<file path="src/rtl/timer_pair_pkg.sv">
package timer_pair_pkg;

    localparam int CTRL_W    = 11;
    localparam int RUN_GO    = 0;
    localparam int RUN_STOP  = 1;
    localparam int RUN_LOAD  = 2;

    localparam int ADR_CTRL_A = 0;
    localparam int ADR_CTRL_B = 1;
    localparam int ADR_RUN_A  = 2;
    localparam int ADR_RUN_B  = 3;
    localparam int ADR_RLD_A  = 4;
    localparam int ADR_RLD_B  = 5;
    localparam int ADR_CNT_A  = 6;
    localparam int ADR_CNT_B  = 7;
    localparam int ADR_IEN    = 8;
    localparam int ADR_IPEND  = 9;

    typedef enum logic [1:0] {
        EDGE_NONE = 2'b00,
        EDGE_RISE = 2'b01,
        EDGE_FALL = 2'b10,
        EDGE_BOTH = 2'b11
    } edge_sel_e;

    // Packed so that the struct lines up with control bits 10:1.
    typedef struct packed {
        logic      tick_src;  // bit 10
        logic      gate;      // bit 9
        logic      sync;      // bit 8
        edge_sel_e edge_sel;  // bits 7:6
        logic      inv;       // bit 5
        logic      wide;      // bit 4
        logic      once;      // bit 3
        logic      evt_mode;  // bit 2
        logic      up;        // bit 1
    } chan_cfg_t;

endpackage

</file>
<file path="src/rtl/tp_input_cond.sv">
module tp_input_cond
    import timer_pair_pkg::*;
(
    input  logic      clk,
    input  logic      rst_n,
    input  logic      pin_i,
    input  logic      tick_i,
    input  chan_cfg_t cfg_i,
    output logic      event_o
);

    typedef struct packed {
        logic s1;
        logic s2;
        logic prev;
    } cond_t;

    cond_t cond_d, cond_q;
    logic  src, lvl, rise, fall, hit;
    logic  unused_cfg;

    assign unused_cfg = ^{cfg_i.up, cfg_i.once, cfg_i.wide};

    always_comb begin
        src  = (cfg_i.evt_mode && cfg_i.tick_src) ? tick_i : pin_i;
        lvl  = (cfg_i.sync ? cond_q.s2 : src) ^ cfg_i.inv;
        rise = lvl & ~cond_q.prev;
        fall = ~lvl & cond_q.prev;
        case (cfg_i.edge_sel)
            EDGE_RISE: hit = rise;
            EDGE_FALL: hit = fall;
            EDGE_BOTH: hit = rise | fall;
            default:   hit = 1'b0;
        endcase
        event_o     = cfg_i.evt_mode ? hit : (tick_i & (~cfg_i.gate | lvl));
        cond_d.s1   = src;
        cond_d.s2   = cond_q.s1;
        cond_d.prev = lvl;
    end

    always_ff @(posedge clk or negedge rst_n) begin
        if (!rst_n) cond_q <= '0;
        else        cond_q <= cond_d;
    end

endmodule

</file>
<file path="src/rtl/tp_irq_flags.sv">
module tp_irq_flags #(
    parameter int N = 2
) (
    input  logic         clk,
    input  logic         rst_n,
    input  logic [N-1:0] set_i,
    input  logic         en_we_i,
    input  logic         clr_we_i,
    input  logic [N-1:0] wdata_i,
    output logic [N-1:0] en_o,
    output logic [N-1:0] pend_o,
    output logic         irq_o
);

    typedef struct packed {
        logic [N-1:0] en;
        logic [N-1:0] pend;
    } irq_t;

    irq_t irq_d, irq_q;

    always_comb begin
        irq_d = irq_q;
        if (en_we_i)  irq_d.en   = wdata_i;
        if (clr_we_i) irq_d.pend = irq_q.pend & ~wdata_i;
        irq_d.pend = irq_d.pend | set_i;   // an expiry outranks a clear
    end

    always_ff @(posedge clk or negedge rst_n) begin
        if (!rst_n) irq_q <= '0;
        else        irq_q <= irq_d;
    end

    assign en_o   = irq_q.en;
    assign pend_o = irq_q.pend;
    assign irq_o  = |(irq_q.pend & irq_q.en);

    for (genvar i = 0; i < N; i++) begin : g_chk
        p_pend_origin_r9: assert property (@(posedge clk) disable iff (!rst_n)
            $rose(irq_q.pend[i]) |-> $past(set_i[i]));
        p_w1c_r9: assert property (@(posedge clk) disable iff (!rst_n)
            (clr_we_i && wdata_i[i] && !set_i[i]) |=> !irq_q.pend[i]);
    end

endmodule

</file>
<file path="src/rtl/timer_pair.sv">
module timer_pair
    import timer_pair_pkg::*;
#(
    parameter int HALF_W = 16,
    parameter int AW     = 4
) (
    input  logic                clk,
    input  logic                rst_n,
    input  logic                bus_we,
    input  logic [AW-1:0]       bus_addr,
    input  logic [2*HALF_W-1:0] bus_wdata,
    output logic [2*HALF_W-1:0] bus_rdata,
    input  logic                tick_i,
    input  logic [1:0]          ext_i,
    output logic                irq_o
);

    localparam int FULL_W = 2 * HALF_W;
    localparam int DW     = FULL_W;
    localparam int NCH    = 2;

    typedef struct packed {
        chan_cfg_t [NCH-1:0]             cfg;
        logic      [NCH-1:0]             run;
        logic      [NCH-1:0][HALF_W-1:0] rld;
        logic      [NCH-1:0][HALF_W-1:0] cnt;
    } core_t;

    core_t              st_d, st_q;
    logic [NCH-1:0]     chan_ev;
    logic [NCH-1:0]     expire;
    logic [FULL_W:0]    res;
    logic [NCH-1:0]     ien, ipend;
    logic               ien_we, iclr_we;
    logic               unused_wdata;

    assign unused_wdata = ^bus_wdata[DW-1:HALF_W];

    // {expiry, next value}; wide selects the 32-bit end value
    function automatic logic [FULL_W:0] step_val(input logic [FULL_W-1:0] cur,
                                                 input logic [FULL_W-1:0] rld,
                                                 input logic up,
                                                 input logic wide);
        logic [FULL_W-1:0] top;
        top = wide ? {FULL_W{1'b1}} : FULL_W'({HALF_W{1'b1}});
        if (up) return (cur == top)   ? {1'b1, rld} : {1'b0, cur + 1'b1};
        else    return (cur == '0)    ? {1'b1, rld} : {1'b0, cur - 1'b1};
    endfunction

    for (genvar g = 0; g < NCH; g++) begin : g_cond
        tp_input_cond u_cond (
            .clk     (clk),
            .rst_n   (rst_n),
            .pin_i   (ext_i[g]),
            .tick_i  (tick_i),
            .cfg_i   (st_q.cfg[g]),
            .event_o (chan_ev[g])
        );
    end

    always_comb begin
        st_d   = st_q;
        expire = '0;
        res    = '0;
        // counting step
        if (st_q.cfg[0].wide) begin
            if (st_q.run[0] && chan_ev[0]) begin
                res = step_val({st_q.cnt[1], st_q.cnt[0]}, {st_q.rld[1], st_q.rld[0]},
                               st_q.cfg[0].up, 1'b1);
                {st_d.cnt[1], st_d.cnt[0]} = res[FULL_W-1:0];
                expire[0] = res[FULL_W];
            end
        end else begin
            for (int c = 0; c < NCH; c++) begin
                if (st_q.run[c] && chan_ev[c]) begin
                    res = step_val(FULL_W'(st_q.cnt[c]), FULL_W'(st_q.rld[c]),
                                   st_q.cfg[c].up, 1'b0);
                    st_d.cnt[c] = res[HALF_W-1:0];
                    expire[c]   = res[FULL_W];
                end
            end
        end
        for (int c = 0; c < NCH; c++) begin
            if (expire[c] && st_q.cfg[c].once) st_d.run[c] = 1'b0;
        end
        // register writes take effect after the step
        if (bus_we) begin
            case (bus_addr)
                AW'(ADR_CTRL_A): st_d.cfg[0] = chan_cfg_t'(bus_wdata[CTRL_W-1:1]);
                AW'(ADR_CTRL_B): begin
                    st_d.cfg[1]      = chan_cfg_t'(bus_wdata[CTRL_W-1:1]);
                    st_d.cfg[1].wide = 1'b0;
                end
                AW'(ADR_RUN_A): begin
                    if (bus_wdata[RUN_LOAD]) begin
                        st_d.cnt[0] = st_q.rld[0];
                        if (st_q.cfg[0].wide) st_d.cnt[1] = st_q.rld[1];
                    end
                    if (bus_wdata[RUN_STOP])    st_d.run[0] = 1'b0;
                    else if (bus_wdata[RUN_GO]) st_d.run[0] = 1'b1;
                end
                AW'(ADR_RUN_B): begin
                    if (!st_q.cfg[0].wide) begin
                        if (bus_wdata[RUN_LOAD])    st_d.cnt[1] = st_q.rld[1];
                        if (bus_wdata[RUN_STOP])    st_d.run[1] = 1'b0;
                        else if (bus_wdata[RUN_GO]) st_d.run[1] = 1'b1;
                    end
                end
                AW'(ADR_RLD_A): st_d.rld[0] = bus_wdata[HALF_W-1:0];
                AW'(ADR_RLD_B): st_d.rld[1] = bus_wdata[HALF_W-1:0];
                default: ;
            endcase
        end
    end

    always_ff @(posedge clk or negedge rst_n) begin
        if (!rst_n) st_q <= '0;
        else        st_q <= st_d;
    end

    assign ien_we  = bus_we && (bus_addr == AW'(ADR_IEN));
    assign iclr_we = bus_we && (bus_addr == AW'(ADR_IPEND));

    tp_irq_flags #(.N(NCH)) u_irq (
        .clk      (clk),
        .rst_n    (rst_n),
        .set_i    (expire),
        .en_we_i  (ien_we),
        .clr_we_i (iclr_we),
        .wdata_i  (bus_wdata[NCH-1:0]),
        .en_o     (ien),
        .pend_o   (ipend),
        .irq_o    (irq_o)
    );

    always_comb begin
        case (bus_addr)
            AW'(ADR_CTRL_A): bus_rdata = DW'({st_q.cfg[0], st_q.run[0]});
            AW'(ADR_CTRL_B): bus_rdata = DW'({st_q.cfg[1], st_q.run[1]});
            AW'(ADR_RLD_A):  bus_rdata = DW'(st_q.rld[0]);
            AW'(ADR_RLD_B):  bus_rdata = DW'(st_q.rld[1]);
            AW'(ADR_CNT_A):  bus_rdata = DW'(st_q.cnt[0]);
            AW'(ADR_CNT_B):  bus_rdata = DW'(st_q.cnt[1]);
            AW'(ADR_IEN):    bus_rdata = DW'(ien);
            AW'(ADR_IPEND):  bus_rdata = DW'(ipend);
            default:         bus_rdata = '0;
        endcase
    end

    p_once_halt_r4: assert property (@(posedge clk) disable iff (!rst_n)
        (st_q.run[0] && expire[0] && st_q.cfg[0].once && !bus_we) |=> !st_q.run[0]);

    p_wide_b_quiet_r8: assert property (@(posedge clk) disable iff (!rst_n)
        st_q.cfg[0].wide |-> !expire[1]);

    p_idle_hold_r7: assert property (@(posedge clk) disable iff (!rst_n)
        (!st_q.run[0] && !bus_we) |=> $stable(st_q.cnt[0]));

endmodule

</file>
<file path="config.mk">
export PLATFORM = sky130hd
export DESIGN_NAME = timer_pair
export DESIGN_NICKNAME = d
export VERILOG_FILES = /design/src/rtl/timer_pair_pkg.sv /design/src/rtl/tp_input_cond.sv /design/src/rtl/tp_irq_flags.sv /design/src/rtl/timer_pair.sv
export SDC_FILE = /design/constraint.sdc
export NUM_CORES = 1
export LEC_CHECK = 0
export ABC_CLOCK_PERIOD_IN_PS = 3090
export BUFFER_PORTS_ARGS = -buffer_cell sky130_fd_sc_hd__buf_4
export CORE_ASPECT_RATIO = 1.4
export CORE_MARGIN = 10
export CORE_UTILIZATION = 40
export CTS_BUF_LIST = sky130_fd_sc_hd__clkbuf_16
export DETAILED_ROUTE_END_ITERATION = 8
export GPL_TIMING_DRIVEN = 1
export MAX_ROUTING_LAYER = met4
export PLACE_DENSITY_LB_ADDON = 0.08
export SLEW_MARGIN = 10
export SYNTH_ARGS = -nofsm -noshare
export SYNTH_HDL_FRONTEND = slang
export SYNTH_SLANG_ARGS = --single-unit
export TNS_END_PERCENT = 1
</file>
<file path="constraint.sdc">
create_clock -name clk -period 3.09 [get_ports clk]
set_input_delay 0.1545 -clock clk [delete_from_list [all_inputs] [get_ports clk]]
set_output_delay 0.1545 -clock clk [all_outputs]
set_load 0.02 [all_outputs]
</file>
== Yosys cells after proc, flatten, opt, wreduce, memory -nomap -nowiden ==
Index checks and enable logic that the tools add are counted.

* $add $sub $neg: 6
* Reductions and logical operators: 17
* Equality and inequality tests: 18
* Mux-type cells: 46
* Bitwise logic cells: 22

{| class="wikitable"
|+ Operators by type and width
! cell !! number
|-
| $mux W33 || 9
|-
| $mux W16 || 8
|-
| $pmux W16 S8 || 1
|-
| $mux W32 || 3
|-
| $mux W66 || 1
|-
| $add A16 B1 Y17 const B || 2
|-
| $sub A16 B1 Y17 const B || 2
|-
| $add A32 B1 Y32 const B || 1
|-
| $eq A16 B16 Y1 const B || 2
|-
| $eq A32 B32 Y1 const B || 1
|-
| $logic_not A16 Y1 || 2
|-
| $logic_not A32 Y1 || 1
|-
| $pmux W16 S2 || 1
|-
| $sub A32 B1 Y32 const B || 1
|-
| $mux W1 || 20
|-
| $eq A4 B3 Y1 const B || 4
|-
| $eq A2 B2 Y1 const B || 4
|-
| $eq A4 B2 Y1 const B || 2
|-
| $eq A4 B4 Y1 const B || 2
|-
| $logic_and A1 B1 Y1 || 8
|-
| $reduce_and A2 Y1 || 4
|-
| $and A1 B1 Y1 || 6
|-
| $not A1 Y1 || 6
|-
| $pmux W1 S3 || 2
|-
| other kinds (10) || 16
|}

* Register bits after elaboration: 95
* Input bits: 42
* Word-level logic and storage cells: 139
* Output and inout bits: 33

== Logic depth before layout (Yosys ltp) ==
Gate-level depths: netlist of the first run.

* Depth in word-level cells: 19
* Gate-level depth with buffers: 14
* Mapped depth without buffers: 12

== Cells and area by module ==
Synthesis of the first run repeated with hierarchy kept, for this count alone.

* Cell total of the unflattened synthesis: 1080
* Area total of the unflattened synthesis: 8674.6 um2

{| class="wikitable"
|+ By module, submodules not included
! module !! seq. area each (um2) !! cells each !! area each (um2) !! instances
|-
| timer_pair || 2127.0 || 1027 || 8072.7 || 1
|-
| tp_input_cond || 75.1 || 21 || 220.2 || 2
|-
| tp_irq_flags || 100.1 || 11 || 161.4 || 1
|}

== Least setup slack after synthesis of the first run ==
No wires, ideal clock.

* Path type: flip-flop to flip-flop
* Start point: register st_q[17] (netlist bit)
* End point: register st_q[28] (netlist bit)
* Buffers on the path: 2
* Arrival: 3.255 ns
* Cell stages (with the launch flop): 13
* Clock period less this slack: 3.333 ns
* Setup slack: -0.243 ns
* Data required time: 3.012 ns
* Library setup time: 0.078 ns
* Cells stage by stage: dfrtp_1 clkbuf_1 inv_1 ha_1 or4b_4 or4_4 or3_1 buf_2 nor3b_2 a2111oi_0 or3_1 a31o_1 a21oi_1

{| class="wikitable"
|+ RTL lines
! what !! line !! text
|-
| start: declaration || timer_pair.sv:29 || <nowiki>core_t st_d, st_q;</nowiki>
|-
| start signal: assignment || timer_pair.sv:118 || <nowiki>else st_q <= st_d;</nowiki>
|}

==> results.md, run 1 <==
- Drt pass-1 iters: 6
- Number of synthesized register bits: 95
- Final wirelength: 39.06 mm
- Required time at the endpoint of the critical path: ~3400 ps
- Synthesized-area fraction occupied by ao, oa, aoi and oai cells: 0.3093
- DR DRC count: 0
- Reg2reg setup slack: -130 ps
- Core ar.: 0.02048 mm²
- Largest clock skew in the final design: 11.69 ps
- Crit. End Element: register
- Effective utilization at floorplan: 0.4041
- Worst Path Class, Setup: register to register
- Most common library cell in the layout ignoring fill and taps: buf_4
- Die Span Y: 190.2 µm
- Fin crit period: 3221 ps
- Vias/cell: ~6.7
- Total power: between 8 and 9 mW
- Total number of yosys warnings: 0
- Crit path largest cell delay: 530 ps
- Main combinational cell family by area after synthesis: compound AO/OA/AOI/OAI gates
- CP top delay family: compound AO/OA/AOI/OAI gates
- Post-Synthesis Mean Instance Area: 7.801 µm²
- WHS: 27.93 ps
- Area of the mapped netlist: 0.008277 mm²
- Violated checks: negative setup slack
- Commonest non-fill, non-tap cells in the layout: buf_4, nand2_1, dfrtp_1
- Number of flops mapped to enable cells by yosys: 0
- Portion of the clock cycle consumed by the worst path in the final layout: 1.042
- Gate Count Post-Synth: between 1000 and 1500
- Number of fill cells: 2023
- LEAKAGE: 4.389 nW
- Total count of hold-check failures in the final report: 0
- CP Buf/Inv Count: 3
- Total number of H-tree levels: 3
- Clock edge transition at the registers on the reported setup and hold paths: 80 ps
- Clock Latency Late Sink: about 370 ps
- IO Pins: 75
- Floorplan row count: 62
- Root Buffer: clkbuf_16
- GRT Total Usage: 0.2895
- Headroom to the max-slew limit: 0.3343
- Fraction of synthesis flops using an asynchronous set or reset pin: 1.000
- Kind of path behind the tightest hold check: input port to register
- Synth Area in XOR/XNOR: 0.005291
- Total Die Area: roughly 0.027 mm²
- Overall overflow remaining after global route: 0
- Critical path's slowest cell: or4_4
- Adder-cell area share of the yosys netlist: 0.01361
- Width of the die: 141.6 µm
- Top flip-flop cell by instance count after synthesis: dfrtp_1
- Worst IR Drop VDD: 0.6394 mV
- Number of antenna repair diodes: 0
- Fin cells: around 1500
- Longest Clk Path Bufs: 2
- Wire length of the first global-routing pass: 58.61 mm
- DR vias: 9864
- Number of global-route vias before repair: 9672
- Final weighted congestion in routability-driven placement: about 1
- Post-Place Cells: 1454
- Count of routing violations after the opening detailed-route iteration: 1152
- Cells along the critical path: inv_2, ha_4, or4b_4, or4_4, buf_6, o31ai_2, buf_4, o32ai_1, a22oi_1, o21ai_0, o2bb2ai_1, a32oi_1
- Multiplexer share of the synthesized area: 0.08073
- Antenna violations before repair: 0
- Power density over cell area: 750.1 mW/mm²
- P&R area growth vs syn: 29.49%
- Maximum fanout count along the critical path: 6
- Remaining antenna violation count after routing: 0
- Net count of the finished layout: around 1300
- MaxCap Viol Count: 0
- Highest attainable clock frequency: 0.3105 GHz
- Number of clock sinks: 95
- Area share of and/or/nand/nor cells after synthesis: 0.2366
- Distinct cells, synth: 81
- Avg WL per Cell: 26.42 µm
- Post-detail-place hpwl: 30.03 mm
- Setup-violating endpoint count in the final report: 18
- Proportion of layout cells with a drive suffix above 1: 0.3077
- Arr. time, crit path: around 3500 ps
- Count of buffers inserted at the top-level ports: 42
- Worst Max-Slew Pin Slew: 998.5 ps
- Worst-case setup margin in the final layout: -130.8 ps
- Clock tree from TritonCTS: built
- Proportion of synthesized chip area in sequential cells: 0.2872
- Result of the run: complete, but fails checks
- Pins Over Slew Limit: 0
- Setup repair after global routing missed its margin: true
- Pin count of the biggest net entering global routing: 73
- Total clock buffers created by CTS: 9
- Startpoint class of the critical path: register
## synth_stat cells, types with 9 or more instances
cell	n	area, µm²
a22oi_1	36	270.3
or3_1	22	137.6
nor4_1	19	118.9
a221oi_1	11	96.34
nor2_1	91	341.6
a31oi_1	15	93.84
mux2_2	52	585.6
nand4_1	17	106.4
o211ai_1	12	90.09
a21oi_1	75	375.4
dfrtp_1	95	2377
nand3_1	42	210.2
o31ai_1	10	75.07
ha_1	9	112.6
nor3_1	33	165.2
and3_1	9	56.30
o22ai_1	16	100.1
or2_2	10	62.56
a211oi_1	14	105.1
nand2b_1	9	56.30
a22o_1	12	105.1
clkbuf_1	81	304.0
inv_1	18	67.56
nand2_1	105	394.1
buf_4	16	120.1
o21ai_0	56	280.3
## cell type report
| cell class | count | area, µm² | share of cell area |
|---|---|---|---|
| well taps | 256 | 320.3 | 0.02989 |
| multi-input cells | 852 | 5725 | 0.5342 |
| inverters | 19 | 73.82 | 0.006888 |
| repair buffers | 240 | 1928 | 0.1799 |
| flip-flops and latches | 95 | 2379 | 0.2219 |
| clock buffers | 9 | 225.2 | 0.02101 |
| clock inverters | 7 | 66.31 | 0.006187 |
## per-stage QoR
step	setup WS, ps	util	setup TNS [ps]	instance area (µm²)
2_1_floorplan	-63.24	-	-106.9	8357
3_3_place_gp	-267.3	0.4903	-2959	10040
3_5_place_dp	-319.2	0.4903	-3626	10040
4_1_cts	-164.6	0.5103	-1109	10450
5_1_grt	-201.7	0.5233	-3233	10720
6_report	-130.8	0.5233	-1145	10720
## worst reg2reg max path, stage by stage (launching register included)
cell and delay [ps]:
dfrtp_1 390, inv_2 80, ha_4 130, or4b_4 490
or4_4 530, buf_6 150, o31ai_2 290, buf_4 210
o32ai_1 80, a22oi_1 180, o21ai_0 130, o2bb2ai_1 190
a32oi_1 270
## final timing paths
| path | from | end | cells after the start |
|---|---|---|---|
| max | st_q[16]$_DFF_PN0_ | st_q[19]$_DFF_PN0_ | 12 |
| min | bus_wdata[14] | st_q[46]$_DFFE_PN0P_ | 2 |
| max reg2reg | st_q[16]$_DFF_PN0_ | st_q[19]$_DFF_PN0_ | 12 |
| min reg2reg | g_cond[0].u_cond.cond_d[1]$_DFF_PN0_ | g_cond[0].u_cond.cond_q[1]$_DFF_PN0_ | 0 |
| max in group asynchronous | rst_n | st_q[77]$_DFFE_PN0P_ | 3 |
| min in group asynchronous | rst_n | st_q[30]$_DFF_PN0_ | 2 |
## per-layer routing
metal	wire (µm)	up-vias	part of all wire	GRT usage
li1	-	4372	-	-
met1	14440	4771	0.37	0.3193
met2	19780	575	0.51	0.5027
met3	2699	146	0.069	0.03767
met4	2135	0	0.055	0.1399
met5	0	-	0	-
## report_power, final
part	switching, mW	leakage [nW]	internal, mW
Sequential	0.595	1.13	1.62
Combinational	2.66	3.12	2.01
Clock	0.586	0.141	0.566
Total	3.84	4.39	4.20
## repair_timing
| action | in CTS | in global routing |
|---|---|---|
| gates resized for setup | 27 | 53 |
| pin swaps | 18 | 29 |
| buffers inserted | 1 | 7 |
| hold endpoints to repair | 22 | 0 |
| setup endpoints to repair | 31 | 33 |
| hold buffers | 1 | 0 |
## kinds of logic after synthesis
kind of cell,Yosys count
AO/OA/AOI/OAI,368
XOR/XNOR,5
adder cells (fa/ha/maj),9
buffers and inverters,129
flip-flops,95
multiplexers,59
other,1
AND/OR/NAND/NOR,395
## registers in the layout (all words and copies together) (netlist names)
signal / count
st_q: 85
u_irq.en_o: 2
g_cond.u_cond.cond_q: 4
u_irq.pend_o: 2
g_cond.u_cond.cond_d: 2
(Power assumes the default switching activity.)
==> run 2: changes to the inputs <==
--- a/config.mk
+++ b/config.mk
@@ -14,7 +14,7 @@
 export DETAILED_ROUTE_END_ITERATION = 8
 export GPL_TIMING_DRIVEN = 1
 export MAX_ROUTING_LAYER = met4
-export PLACE_DENSITY_LB_ADDON = 0.08
+export PLACE_DENSITY = 0.58
 export SLEW_MARGIN = 10
 export SYNTH_ARGS = -nofsm -noshare
 export SYNTH_HDL_FRONTEND = slang
==> constraint.sdc (replaced) <==
create_clock -name clk -period 3.09 [get_ports clk]
set_input_delay 0.1545 -clock clk [delete_from_list [all_inputs] [get_ports clk]]
set_output_delay 0.1545 -clock clk [all_outputs]
set_load 0.05 [all_outputs]
==> results.md, run 2 (same netlist as run 1, synthesis figures left out) <==
- Arr. time, crit path: 3500 ps
- Kind of path behind the tightest hold check: input port to register
- Required time at the endpoint of the critical path: 3370 ps
- GRT Total Usage: 0.2993
- Proportion of layout cells with a drive suffix above 1: 0.3036
- Pre-CTS setup slack: -193.4 ps
- Startpoint of the lowest-slack hold path: bus_wdata[13]
- Core ar.: 0.02048 mm²
- Drt pass-1 iters: 6
- Hold path cells: 2
- DR DRC count: 0
- Final weighted congestion in routability-driven placement: 1.078
- Result of the run: complete, but fails checks
- Violated checks: negative setup slack
- Overall overflow remaining after global route: 0
- Clock tree from TritonCTS: built
- Highest attainable clock frequency: 0.3102 GHz
- LEAKAGE: 4.348 nW
- Worst IR Drop VDD: 0.6956 mV
- Avg WL per Cell: 27.38 µm
- Register with the highest flop count: st_q
- Reg2reg setup slack: -130 ps
- Fin cells: 1478
- Final wirelength: 40.47 mm
- Final Util: 0.5185
- Total Die Area: 0.02693 mm²
- Final sum of negative setup slack: -807.9 ps
- R2r worst-path depth: 12
- Critical path's slowest cell: or4b_4
- Total number of H-tree levels: 3
- Remaining antenna violation count after routing: 0
- Crit Reg-Reg Endpoint: st_q[25]$_DFF_PN0_
- Most common library cell in the layout ignoring fill and taps: buf_4
- Wire length of the first global-routing pass: 59.89 mm
- Worst Path Class, Setup: register to register
- Clock network fraction of design power: 0.145
- Net count of the finished layout: ~1300
- Startpoint class of the critical path: register
- Commonest non-fill, non-tap cells in the layout: buf_4, nand2_1, dfrtp_1
- Combinational share of power: 0.593
- Number of global-route vias before repair: 9752
- Vias/cell: 6.802
- Width of the die: 141.6 µm
- Floorplan row count: 62
- Total clock buffers created by CTS: 9
- DR vias: 10050
- IO Pins: 75
- Pin count of the biggest net entering global routing: 68
- Longest Clk Path Bufs: 2
- Pins Over Slew Limit: 0
- Die Span Y: 190.2 µm
- Count of buffers inserted at the top-level ports: 42
- Fin crit period: approximately 3200 ps
- Antenna violations before repair: 0
- Number of antenna repair diodes: 0
- P&R area growth vs syn: 28.28%
- Post-detail-place hpwl: 30.53 mm
- Number of clock sinks: 95
- Cell internal power dissipation: 4.160 mW
- Crit. End Element: register
- Switching component of the power: 4.027 mW
- Effective utilization at floorplan: 0.4041
- Headroom to the max-slew limit: 0.3595
- MaxCap Viol Count: 0
- Maximum fanout count along the critical path: 5
- Cells along the critical path: inv_2, ha_4, or4b_4, or4_4, buf_4, o31ai_4, buf_6, a21oi_1, nor4_2, a2111oi_1, buf_4, a211oi_1
- Worst Max-Slew Pin Slew: about 960 ps
- Largest clock skew in the final design: 15.45 ps
- Max reg flops: 85
- Hold worst-path end: st_q[61]$_DFFE_PN0P_
- Portion of the clock cycle consumed by the worst path in the final layout: 1.043
- Crit path largest cell delay: 500 ps
- Setup repair after global routing missed its margin: true
- Worst-case setup margin in the final layout: -133.7 ps
- Post-Place Cells: 1452
- Count of routing violations after the opening detailed-route iteration: roughly 1200
- Top cell by count, worst path: buf_4
- Total count of hold-check failures in the final report: 0
- Clock Latency Late Sink: approximately 380 ps
- Setup-violating endpoint count in the final report: 15
- Largest registers: st_q (85), g_cond.u_cond.cond_q (4)
- WHS: 19.74 ps
- Reg-to-reg startpoint: st_q[16]$_DFF_PN0_
- Root Buffer: clkbuf_16
- Power density over cell area: slightly below 800 mW/mm²
- Clock edge transition at the registers on the reported setup and hold paths: 80 ps
- Sequential Power Share: 0.262
- Sw frac: 0.4919
-- run 2: cell count changes in the layout (fill, tap and decap cells not counted), sizes merged --
cell,previous run,this run
buf,239,238
dlygate4sd3,1,2
clkinv,4,2
inv,21,23
-- run 2: critical path, delay by kind of cell (launching register included) --
family	cells	cell delay [ps]
fa+ha+maj	1	130
buf+inv	4	630
flops	1	400
compound gates	4	690
simple gates	3	1270
-- run 2: power by group through the flow --
stage | combinational, mW | sequential [mW] | clock [mW]
3_5_place_dp | 4.50 | 2.13 | 0
2_1_floorplan | 2.62 | 1.92 | 0
3_3_place_gp | 4.50 | 2.12 | 0
5_1_grt | 5.12 | 2.17 | 1.25
6_report | 4.85 | 2.15 | 1.19
4_1_cts | 4.58 | 2.11 | 1.20
-- run 2: worst max-delay path by stage --
stage | to | cells past startpoint | from | slack [ps]
floorplan | st_q[28]$_DFF_PN0_ | 12 | st_q[17]$_DFF_PN0_ | -60
global placement | st_q[3]$_DFF_PN0_ | 11 | st_q[16]$_DFF_PN0_ | -210
detailed placement | st_q[28]$_DFF_PN0_ | 11 | st_q[16]$_DFF_PN0_ | -190
CTS | st_q[28]$_DFF_PN0_ | 11 | st_q[17]$_DFF_PN0_ | -60
global route | st_q[25]$_DFF_PN0_ | 12 | st_q[16]$_DFF_PN0_ | -220
finish | st_q[25]$_DFF_PN0_ | 12 | st_q[16]$_DFF_PN0_ | -130
-- run 2: area by class of cell --
cell class | instances | area, µm²
Fill cell | 2051 | 9862
Sequential cell | 95 | 2377
Multi-Input combinational cell | 852 | 5657
Clock buffer | 9 | 225.2
Timing Repair Buffer | 240 | 1892
Tap cell | 256 | 320.3
Inverter | 19 | 73.82
Clock inverter | 7 | 72.57
-- run 2: what timing repair did --
item / CTS / global route
hold buffers: 2 / 0
setup buffers: 3 / 4
hold endpoints to repair: 66 / 0
resized for setup: 21 / 45
pin swaps: 8 / 14
cloned: 1 / 0
setup endpoints to repair: 31 / 33
-- run 2: per-layer routing --
metal | vias up | wire length (µm) | track usage
li1 | 4354 | - | -
met1 | 4832 | 14490 | 0.3231
met2 | 637 | 19400 | 0.4853
met5 | - | 0 | -
met3 | 230 | 3141 | 0.05015
met4 | 0 | 3438 | 0.2206
-- run 2: metrics by stage --
| step | power [mW] | instance area (µm²) |
|---|---|---|
| 6_report | 8.187 | 10620 |
| 5_1_grt | 8.544 | 10620 |
| 4_1_cts | 7.884 | 10420 |
| 3_5_place_dp | 6.626 | 10010 |
| 3_3_place_gp | 6.624 | 10010 |
| 2_1_floorplan | 4.534 | 8357 |
